<file path="config.mk">
export PLATFORM = sky130hd
export DESIGN_NAME = swz_move_unit
export DESIGN_NICKNAME = d
export VERILOG_FILES = /design/src/rtl/swz_pkg.sv /design/src/rtl/swz_decode.sv /design/src/rtl/swz_xbar.sv /design/src/rtl/swz_move_unit.sv
export SDC_FILE = /design/constraint.sdc
export NUM_CORES = 1
export LEC_CHECK = 0
export ABC_CLOCK_PERIOD_IN_PS = 1800
export BUFFER_PORTS_ARGS = -buffer_cell sky130_fd_sc_hd__buf_4
export CAP_MARGIN = 20
export CORE_ASPECT_RATIO = 1.75
export CORE_MARGIN = 3
export CORE_UTILIZATION = 51
export CTS_BUF_LIST = sky130_fd_sc_hd__clkbuf_4 sky130_fd_sc_hd__clkbuf_8
export CTS_CLUSTER_DIAMETER = 60
export DETAILED_ROUTE_END_ITERATION = 7
export PLACE_DENSITY_LB_ADDON = 0.08
export SKIP_CTS_REPAIR_TIMING = 1
export SLEW_MARGIN = 25
export SYNTH_ARGS = -nofsm -noshare
export SYNTH_HDL_FRONTEND = slang
export SYNTH_HIERARCHICAL = 1
export SYNTH_SLANG_ARGS = --single-unit
</file>
<file path="constraint.sdc">
create_clock -name clk_i -period 1.8 [get_ports clk_i]
set_input_delay 0.27 -clock clk_i [delete_from_list [all_inputs] [get_ports clk_i]]
set_output_delay 0.27 -clock clk_i [all_outputs]
set_load 0.005 [all_outputs]
</file>
<file path="src/rtl/swz_pkg.sv">
package swz_pkg;
  localparam logic [6:0] OPC_VEC   = 7'b1010111;
  localparam logic [2:0] F3_IMM    = 3'b000;
  localparam logic [2:0] F3_REG    = 3'b001;
  localparam logic [6:0] F7_PLAIN  = 7'b0000000;
  localparam logic [6:0] F7_RS2SEL = 7'b0000001;
  localparam int unsigned LANES    = 4;
  localparam int unsigned IDX_W    = $clog2(LANES);
  localparam int unsigned SEL_W    = LANES * IDX_W;
  // identity: lane i takes lane i
  localparam logic [SEL_W-1:0] SEL_IDENT = 8'hE4;

  typedef struct packed {
    logic             take;
    logic             illegal;
    logic [4:0]       rd;
    logic [SEL_W-1:0] sel;
  } dec_t;
endpackage

</file>
<file path="src/rtl/swz_decode.sv">
module swz_decode
  import swz_pkg::*;
#(
  parameter int unsigned SUBVL_W = 2
) (
  input  logic               valid_i,
  input  logic [31:0]        insn_i,
  input  logic [SUBVL_W-1:0] subvl_i,
  input  logic [SEL_W-1:0]   rs2_sel_i,
  output dec_t               dec_o
);
  logic       is_vec, is_imm, is_reg, hit;
  logic [6:0] f7;
  logic       bad_imm, bad_reg, want_swz;
  logic [SEL_W-1:0] sel_raw;
  logic       unused_rs1;

  assign unused_rs1 = ^insn_i[19:15];

  assign f7     = insn_i[31:25];
  assign is_vec = (insn_i[6:0] == OPC_VEC);
  assign is_imm = is_vec && (insn_i[14:12] == F3_IMM);
  assign is_reg = is_vec && (insn_i[14:12] == F3_REG);
  assign hit    = valid_i && (is_imm || is_reg);

  assign bad_imm = is_imm && (insn_i[31:28] != 4'd0);
  assign bad_reg = is_reg && (f7 != F7_PLAIN) && (f7 != F7_RS2SEL);

  assign want_swz = (subvl_i != '0) && (is_imm || (f7 == F7_RS2SEL));
  assign sel_raw  = is_imm ? insn_i[27:20] : rs2_sel_i;

  always_comb begin
    dec_o.illegal = hit && (bad_imm || bad_reg);
    dec_o.take    = hit && !(bad_imm || bad_reg);
    dec_o.rd      = insn_i[11:7];
    dec_o.sel     = want_swz ? sel_raw : SEL_IDENT;
  end

  // a flagged word is never also taken
  always_comb begin
    a_r7_take_xor_ill: assert (!(dec_o.take && dec_o.illegal));
  end
endmodule

</file>
<file path="src/rtl/swz_xbar.sv">
module swz_xbar
  import swz_pkg::*;
#(
  parameter int unsigned ELEM_W = 16
) (
  input  logic [LANES*ELEM_W-1:0] src_i,
  input  logic [SEL_W-1:0]        sel_i,
  output logic [LANES*ELEM_W-1:0] dst_o
);
  logic [ELEM_W-1:0] lane_src [LANES];

  for (genvar g = 0; g < LANES; g++) begin : g_lane
    logic [IDX_W-1:0] idx;
    assign lane_src[g] = src_i[g*ELEM_W +: ELEM_W];
    assign idx         = sel_i[g*IDX_W +: IDX_W];
    assign dst_o[g*ELEM_W +: ELEM_W] = lane_src[idx];
  end

  // identity selector passes the sub-vector through
  always_comb begin
    if (sel_i == SEL_IDENT) a_r3_ident_copy: assert (dst_o == src_i);
  end
endmodule

</file>
<file path="src/rtl/swz_move_unit.sv">
module swz_move_unit
  import swz_pkg::*;
#(
  parameter int unsigned ELEM_W  = 16,
  parameter int unsigned SUBVL_W = 2,
  parameter int unsigned RS2_W   = 64
) (
  input  logic                    clk_i,
  input  logic                    rst_ni,
  input  logic                    valid_i,
  input  logic [31:0]             insn_i,
  input  logic [SUBVL_W-1:0]      subvl_i,
  input  logic [LANES*ELEM_W-1:0] src_i,
  input  logic [RS2_W-1:0]        rs2_val_i,
  output logic [LANES*ELEM_W-1:0] dst_o,
  output logic [4:0]              rd_o,
  output logic                    we_o,
  output logic                    illegal_o
);
  localparam int unsigned VEC_W = LANES * ELEM_W;

  dec_t             dec;
  logic [VEC_W-1:0] perm;
  logic             unused_rs2_hi;

  assign unused_rs2_hi = ^rs2_val_i[RS2_W-1:SEL_W];

  swz_decode #(.SUBVL_W(SUBVL_W)) u_dec (
    .valid_i  (valid_i),
    .insn_i   (insn_i),
    .subvl_i  (subvl_i),
    .rs2_sel_i(rs2_val_i[SEL_W-1:0]),
    .dec_o    (dec)
  );

  swz_xbar #(.ELEM_W(ELEM_W)) u_xbar (
    .src_i(src_i),
    .sel_i(dec.sel),
    .dst_o(perm)
  );

  always_ff @(posedge clk_i or negedge rst_ni) begin
    if (!rst_ni) begin
      we_o      <= 1'b0;
      illegal_o <= 1'b0;
      rd_o      <= '0;
      dst_o     <= '0;
    end else begin
      we_o      <= dec.take;
      illegal_o <= dec.illegal;
      if (dec.take) begin
        rd_o  <= dec.rd;
        dst_o <= perm;
      end
    end
  end

  a_r7_ill_no_we: assert property (@(posedge clk_i) disable iff (!rst_ni)
    illegal_o |-> !we_o);

  a_r8_we_from_valid: assert property (@(posedge clk_i) disable iff (!rst_ni)
    we_o |-> $past(valid_i));

  a_r7_hold_dst: assert property (@(posedge clk_i) disable iff (!rst_ni)
    !we_o |-> ($stable(dst_o) && $stable(rd_o)));

  a_r3_zero_subvl_copy: assert property (@(posedge clk_i) disable iff (!rst_ni)
    (we_o && ($past(subvl_i) == '0)) |-> (dst_o == $past(src_i)));

  a_r1_foreign_quiet: assert property (@(posedge clk_i) disable iff (!rst_ni)
    ($past(insn_i[6:0]) != OPC_VEC) |-> (!we_o && !illegal_o));
endmodule

</file>
==> results.yml, run 1 <==
status:
  status: "finished, violations left"
  violations: "negative setup slack"
power_and_ir_drop:
  vdd_drop_max_mv: 0.356
  leakagePower_nw: 3.13
  fin_total_pwr_mw: 3.39
  pwr_density_cell_nw_per_um2: 512
synthesis:
  synthDistinctLibCells: 27
  synth_warnings: 6
  postSynthAreaPerCell_um2: 16.8
  synth_area_leaders: "dfrtp_1 (38%), mux4_2 (19%), mux2_2 (14%), mux4_1 (13%), mux2_4 (3.2%)"
  synth_cells: 278
  synth_edf_count: 0
  synthMostInstantiatedCell: "dfrtp_1"
  netlist_area_um2: 4680
  async_flop_share_pct: 100
  yosysTopAreaCellShare_pct: 37.9
  ys_seq_area_share_pct: 37.9
  ys_top_cells_by_count: "dfrtp_1 (71), mux2_2 (59), mux4_2 (40)"
  synth_flop_cell: "dfrtp_1"
  syn_nets: 443
  ys_seq_elements: 71
  yosys.area.top_type: "dfrtp_1"
timing:
  clock_skew_ns: 0
  slew_headroom_pct: 67.3
  max_freq_mhz: 431
  final.period_utilization_pct: 129
  post-route-min-period_ns: 2.32
  rsz0062_at_grt: "yes"
  finalMaxSlewViolations: 0
  setup_viol: 64
  setup_tns_ns: -25.92
  fin_ws_ns: -0.521
  tightest_slew_ns: 0.491
  finalHoldViolCount: 0
  whs_ns: 0.149
global_routing:
  grt_usage_pct: 24.2
  antenna_found_initial: 0
  grt_pass1_wl_mm: 19.2
  grt_max_degree: 38
  grt_pass1_vias: 3802
  grt_overflow: 0
clock_tree:
  clk_latency_ns: 0.35
  clkSinkCount: 71
  cts_tree: "built"
  clk_pin_slew_ns: 0.07
  numCtsBuffers: 9
  cts_root_buf: "clkbuf_8"
  cts-htree-levels: 3
  ctsLongestPathBuffers: 2
job:
  cap_violations: 0
routing:
  viasPerCell: 5.83
  drtAntennaViolNets: 0
  routedWlPerCell_um: 20.7
  routed-via-count: 3451
  drt-initial-drc-count: 109
  routed_wl_mm: 12.3
  firstDrtPassIters: 4
  drc: 0
cells_and_area:
  n_antenna_cell: 0
  fillers: 593
  fin_nets: 635
  multi_input_area_um2: 2720
  drive_gt1_share_pct: 80.0
  final_util_pct: 74.9
  syn2layout_area_growth_pct: 41.3
  seq_area_um2: 1780
hold_path:
  hp-class: "in -> reg"
floorplanning:
  die_area_um2: 10400
  ios: 236
  die_x_um: 78.4
  start_util_pct: 53.0
  core_um2: 8840
  chipHeight_um: 133
  num_rows: 45
worst_setup_path:
  start_kind: "primary input"
  cp-end-kind: "register"
  required_ns: 2.04
  ff2ff_setup_slack_ns: 1.01
  worst-setup-path-type: "in -> reg"
  cp_max_fo: 5
  arrival_ns: 2.56
placement:
  gp_congestion: 0.856
  io_buffers: 174
  pre_cts_ws_ns: -0.961
  hpwl_mm: 9.48
## cells by family (layout without fill, tap and decap cells)
group | Yosys count | in the layout | synth area share, %
muxes | 141 | 141 | 51.8
and+or+nand+nor | 34 | 34 | 4.30
DFF | 71 | 71 | 37.9
buffers and inverters | 30 | 227 | 5.74
AOI/OAI and AO/OA | 2 | 2 | 0.214
## routing by layer
metal	wire length (um)	up-vias	track usage (%)	share of wire [%]
li1	-	1512	-	-
met1	4290	1743	28.0	35
met2	6700	172	43.6	55
met3	963	24	5.18	7.9
met4	311	0	8.75	2.5
met5	0	-	0	0
## placed cells by master, fill, tap and decap left out, types with 2 or more instances in the layout
cell / synthesis / layout
buf_12: 4 / 12
mux2i_2: 0 / 3
clkinv_2: 0 / 2
buf_4: 5 / 192
nand2_1: 7 / 7
mux4_2: 40 / 64
buf_6: 6 / 5
mux2_4: 10 / 17
nand4_1: 4 / 4
or2_2: 2 / 2
mux2i_4: 0 / 5
nor4_4: 0 / 2
nand2b_1: 2 / 2
nor4_1: 5 / 2
dfrtp_1: 71 / 71
mux2_2: 59 / 52
or4_4: 1 / 3
clkbuf_8: 0 / 10
nor2_1: 6 / 4
## state kept, by name (all words and copies together), names as in the netlist
signal     flops
dst_o         64
rd_o           5
we_o           1
illegal_o      1
## worst max-delay path, cell delays in order
cell and delay [ns]:
buf_6 0.09, or4_4 0.53, buf_4 0.18, or4_4 0.43, mux2i_4 0.26, buf_6 0.19, mux4_2 0.32, mux2_2 0.28
## path summary, 6_finish.rpt
| check | start | cells past startpoint | endpoint |
|---|---|---|---|
| min in group asynchronous | rst_ni | 2 | dst_o[58] |
| worst min register to register | dst_o[31] | 1 | dst_o[31] |
| worst max-delay path | insn_i[28] | 8 | dst_o[31] |
| worst max register to register | dst_o[19] | 1 | dst_o[19] |
| worst min-delay path | insn_i[9] | 2 | rd_o[2] |
| max in group asynchronous | rst_ni | 3 | dst_o[41] |
## through the flow
step,cells,instance area (um^2)
final,592,6620
after global routing,592,6620
after CTS,588,6470
after detailed placement,572,6270
after global placement,572,6270
after floorplan,278,4640
## power by group
part | internal [mW] | switching (mW) | leakage, nW | total (mW)
registers | 1.60 | 0.00141 | 0.992 | 1.60
clock network | 0.694 | 0.617 | 0.103 | 1.31
logic | 0.299 | 0.183 | 2.04 | 0.482
total | 2.59 | 0.801 | 3.13 | 3.39
## area by class of cell
type                       instances  share of cell area [%]
timing repair buffer             211                    26.8
clock inverter                     5                   0.851
tap                              117                    2.21
sequential                        71                    26.8
clock buffer                      11                    2.19
multi-input combinational        177                    41.1
No activity file was read; power rests on OpenSTA's default activity.
==> run 2, diff against run 1 <==
--- a/config.mk
+++ b/config.mk
@@ -5,14 +5,13 @@
 export SDC_FILE = /design/constraint.sdc
 export NUM_CORES = 1
 export LEC_CHECK = 0
-export ABC_CLOCK_PERIOD_IN_PS = 1800
 export BUFFER_PORTS_ARGS = -buffer_cell sky130_fd_sc_hd__buf_4
 export CAP_MARGIN = 20
 export CORE_ASPECT_RATIO = 1.75
 export CORE_MARGIN = 3
 export CORE_UTILIZATION = 51
 export CTS_BUF_LIST = sky130_fd_sc_hd__clkbuf_4 sky130_fd_sc_hd__clkbuf_8
-export CTS_CLUSTER_DIAMETER = 60
+export CTS_CLUSTER_DIAMETER = 50
 export DETAILED_ROUTE_END_ITERATION = 7
 export PLACE_DENSITY_LB_ADDON = 0.08
 export SKIP_CTS_REPAIR_TIMING = 1
@@ -21,3 +20,4 @@
 export SYNTH_HDL_FRONTEND = slang
 export SYNTH_HIERARCHICAL = 1
 export SYNTH_SLANG_ARGS = --single-unit
+export TNS_END_PERCENT = 5
==> results.yml, run 2 (synthesis results as in run 1) <==
clock_tree:
  cts_tree: "built"
  clk_latency_ns: 0.35
  cts-htree-levels: 3
  clk_pin_slew_ns: 0.08
  numCtsBuffers: 9
  clkSinkCount: 71
  cts_root_buf: "clkbuf_8"
  ctsLongestPathBuffers: 2
status:
  status: "finished, violations left"
  violations: "negative setup slack"
global_routing:
  grt_max_degree: 38
  grt_usage_pct: 24.8
  antenna_found_initial: 0
  grt_pass1_vias: 3755
  grt_pass1_wl_mm: 19.6
  grt_overflow: 0
worst_setup_path:
  worstPathCellList: "buf_6 > or4_4 > or4_4 > mux2i_4 > buf_4 > clkbuf_16 > mux4_1 > mux2_2"
  cp_max_fo: 5
  crit_family: "simple AND/OR/NAND/NOR gates"
  required_ns: 2.05
  cpMostUsedCell: "or4_4"
  critPathSlowestCell: "or4_4"
  ff2ff_setup_slack_ns: 1.01
  start_kind: "primary input"
  reg2reg_depth: 1
  cp-end-kind: "register"
  crit_cells: 8
  arrival_ns: 2.64
  worst-setup-path-type: "in -> reg"
  max_stage_delay_ns: 0.56
  path_buf_inv: 3
cells_and_area:
  final_util_pct: 75.4
  mostFrequentLayoutCells: "buf_4 (191), dfrtp_1 (71), mux4_2 (54), mux2_2 (37), mux2_4 (32)"
  drive_gt1_share_pct: 76.9
  final_cells: 593
  largest-register: "dst_o"
  largest_reg_flops: 64
  final_common_cell: "buf_4"
  fillers: 586
  syn2layout_area_growth_pct: 42.2
  largestRegisters: "dst_o: 64 flops, rd_o: 5 flops"
  fin_nets: 636
  n_antenna_cell: 0
routing:
  drc: 0
  routed_wl_mm: 12.7
  firstDrtPassIters: 5
  drtAntennaViolNets: 0
  drt-initial-drc-count: 188
  viasPerCell: 6.03
  routed-via-count: 3576
  routedWlPerCell_um: 21.4
timing:
  setup_tns_ns: -26.14
  clock_skew_ns: 0
  max_freq_mhz: 417
  final.period_utilization_pct: 133
  post-route-min-period_ns: 2.40
  finalHoldViolCount: 0
  setup_viol: 64
  tightest_slew_ns: 0.481
  fin_ws_ns: -0.595
  slew_headroom_pct: 67.3
  rsz0062_at_grt: "yes"
  finalMaxSlewViolations: 0
power_and_ir_drop:
  pwr_density_cell_nw_per_um2: 481
  leakagePower_nw: 3.18
  vdd_drop_max_mv: 0.318
hold_path:
  whs_path_depth: 2
  hp-class: "in -> reg"
floorplanning:
  ios: 236
  core_um2: 8840
  die_x_um: 78.4
  die_area_um2: 10400
  num_rows: 45
  start_util_pct: 53.0
  chipHeight_um: 133
placement:
  gp_congestion: 0.882
  hpwl_mm: 9.62
  dp_cells: 573
  io_buffers: 174
job:
  cap_violations: 0
[run 2: routing by layer]
layer	vias up	global-route usage, %	part of all wire [%]
met5	-	0	0
met4	0	8.37	2.3
met3	28	6.40	7.7
met2	197	42.2	53
met1	1833	30.5	37
li1	1518	-	-
[run 2: path summary, 6_finish.rpt]
path	start	endpoint
setup / recovery	insn_i[28]	dst_o[2]
hold / removal	insn_i[10]	rd_o[3]
setup reg to reg	dst_o[7]	dst_o[7]
hold reg to reg	dst_o[55]	dst_o[55]
max in group asynchronous	rst_ni	illegal_o
min in group asynchronous	rst_ni	dst_o[42]
[run 2: area by class of cell]
| cell class | instances | area (um^2) | share of cell area (%) |
|---|---|---|---|
| Tap cell | 117 | 146 | 2.20 |
| Multi-Input combinational cell | 177 | 2770 | 41.6 |
| Clock inverter | 6 | 36.3 | 0.545 |
| Clock buffer | 10 | 131 | 1.97 |
| Timing Repair Buffer | 212 | 1800 | 27.0 |
| Sequential cell | 71 | 1780 | 26.7 |
[run 2: through the flow]
stage | instance area (um^2) | power [mW] | hold WS, ns | setup WS (ns)
after floorplan | 4680 | 1.79 | -0.0256 | -0.745
after global placement | 6360 | 2.07 | 0.259 | -0.955
after detailed placement | 6360 | 2.09 | 0.257 | -1.04
after CTS | 6530 | 3.21 | -0.126 | -0.658
after global routing | 6660 | 3.36 | 0.137 | -0.632
final | 6660 | 3.21 | 0.152 | -0.595
[run 2: where the power goes]
group	leakage, nW	switching (mW)	internal [mW]
logic	2.10	0.180	0.299
clock network	0.0896	0.618	0.510
registers	0.992	0.00149	1.60
total	3.18	0.800	2.40
==> run 3, diff against run 2 <==
--- a/config.mk
+++ b/config.mk
@@ -9,7 +9,7 @@
 export CAP_MARGIN = 20
 export CORE_ASPECT_RATIO = 1.75
 export CORE_MARGIN = 3
-export CORE_UTILIZATION = 51
+export CORE_UTILIZATION = 43
 export CTS_BUF_LIST = sky130_fd_sc_hd__clkbuf_4 sky130_fd_sc_hd__clkbuf_8
 export CTS_CLUSTER_DIAMETER = 50
 export DETAILED_ROUTE_END_ITERATION = 7
==> constraint.sdc (replaced) <==
create_clock -name clk_i -period 2 [get_ports clk_i]
set_input_delay 0.3 -clock clk_i [delete_from_list [all_inputs] [get_ports clk_i]]
set_output_delay 0.3 -clock clk_i [all_outputs]
set_load 0.005 [all_outputs]
==> results.yml, run 3 (synthesis results as in run 1) <==
worst_setup_path:
  ff2ff_setup_slack_ns: 1.21
  cpMostUsedCell: "or4_4"
  critPathSlowestCell: "mux4_1"
  max_stage_delay_ns: 0.55
  path_buf_inv: 2
  arrival_ns: 2.63
  required_ns: 2.23
  cp_max_fo: 9
  crit_family: "multiplexers"
  start_kind: "primary input"
  worst-setup-path-type: "in -> reg"
  cp-end-kind: "register"
  worstPathCellList: "buf_6 > or4_4 > or4_4 > mux2i_4 > buf_12 > mux4_1 > mux2_2"
clock_tree:
  numCtsBuffers: 9
  cts-htree-levels: 3
  clk_pin_slew_ns: 0.08
  clk_latency_ns: 0.34
  ctsLongestPathBuffers: 2
  clkSinkCount: 71
  cts_root_buf: "clkbuf_8"
  cts_tree: "built"
cells_and_area:
  largest-register: "dst_o"
  final_common_cell: "buf_4"
  final_util_pct: 62.7
  fin_area_um2: 6580
  largestRegisters: "dst_o: 64 flops, rd_o: 5 flops"
  final_cells: 594
  mostFrequentLayoutCells: "buf_4 (188), dfrtp_1 (71), mux2_2 (50), mux4_2 (44), mux4_1 (20)"
  drive_gt1_share_pct: 74.9
  syn2layout_area_growth_pct: 40.4
  largest_reg_flops: 64
  fillers: 827
  fin_nets: 628
  n_antenna_cell: 0
timing:
  max_freq_mhz: 418
  rsz0062_at_grt: "yes"
  whs_ns: 0.183
  post-route-min-period_ns: 2.39
  tightest_slew_ns: 0.573
  finalHoldViolCount: 0
  setup_tns_ns: -15.09
  slew_headroom_pct: 61.6
  clock_skew_ns: 0
  finalMaxSlewViolations: 0
  final.period_utilization_pct: 120
  fin_ws_ns: -0.392
  setup_viol: 64
power_and_ir_drop:
  fin_total_pwr_mw: 2.89
  p_switching_mw: 0.702
  combPwrFrac_pct: 14.7
  sw_frac_of_total_pct: 24.3
  pwr_density_cell_nw_per_um2: 439
  leakagePower_nw: 3.16
  p_int_mw: 2.19
  vdd_drop_max_mv: 0.296
  seqPwrFrac_pct: 49.8
  clockPowerShare_pct: 35.5
floorplanning:
  start_util_pct: 44.7
  die_x_um: 84.9
  ios: 236
  core_um2: 10500
  num_rows: 49
  die_area_um2: 12200
  chipHeight_um: 144
routing:
  top_layer_used: "met4"
  routedWlPerCell_um: 21.6
  drt-initial-drc-count: 102
  wl_met3_um: 853
  routed-via-count: 3487
  drtAntennaViolNets: 0
  viasPerCell: 5.87
  wl_met2_mm: 7.06
  routed_wl_mm: 12.8
  drt-met1-wl_mm: 4.74
  drc: 0
  firstDrtPassIters: 4
global_routing:
  grt_usage_pct: 21.4
  grt_overflow: 0
  antenna_found_initial: 0
  grt_pass1_vias: 3714
  grt_pass1_wl_mm: 19.9
  grt_max_degree: 52
placement:
  io_buffers: 174
  hpwl_mm: 9.71
  pre_cts_ws_ns: -0.805
  dp_cells: 578
  dpl_cell_area_um2: 6320
  gp_congestion: 0.882
status:
  status: "finished, violations left"
  violations: "negative setup slack"
job:
  cap_violations: 0
hold_path:
  hp-class: "in -> reg"
[run 3: area by class of cell]
type / instances / area (um^2) / share of cell area [%]
clock buffer: 11 / 145 / 2.21
clock inverter: 4 / 22.5 / 0.343
multi-input combinational: 177 / 2770 / 42.2
sequential: 71 / 1780 / 27.0
tap: 127 / 159 / 2.42
timing repair buffer: 204 / 1700 / 25.8
[run 3: layer usage]
metal  vias up  global-route usage [%]
li1       1525                       -
met3        13                    5.07
met1      1801                    25.6
met4         0                    6.59
met5         -                       0
met2       148                    38.0
[run 3: worst paths after layout]
kind                            cells past startpoint       start   endpoint
worst max-delay path                                7  insn_i[28]   dst_o[3]
worst min-delay path                                2   insn_i[9]    rd_o[2]
worst max register to register                      1   dst_o[12]  dst_o[12]
worst min register to register                      1   dst_o[27]  dst_o[27]
max in group asynchronous                           3      rst_ni  dst_o[27]
min in group asynchronous                           2      rst_ni  dst_o[42]
[run 3: power groups by stage]
stage / Sequential [mW] / Clock [mW] / Combinational, mW
2_1_floorplan: 1.47 / 0 / 0.145
3_3_place_gp: 1.47 / 0 / 0.403
3_5_place_dp: 1.47 / 0 / 0.416
4_1_cts: 1.44 / 1.06 / 0.417
5_1_grt: 1.44 / 1.12 / 0.461
6_report: 1.44 / 1.03 / 0.426
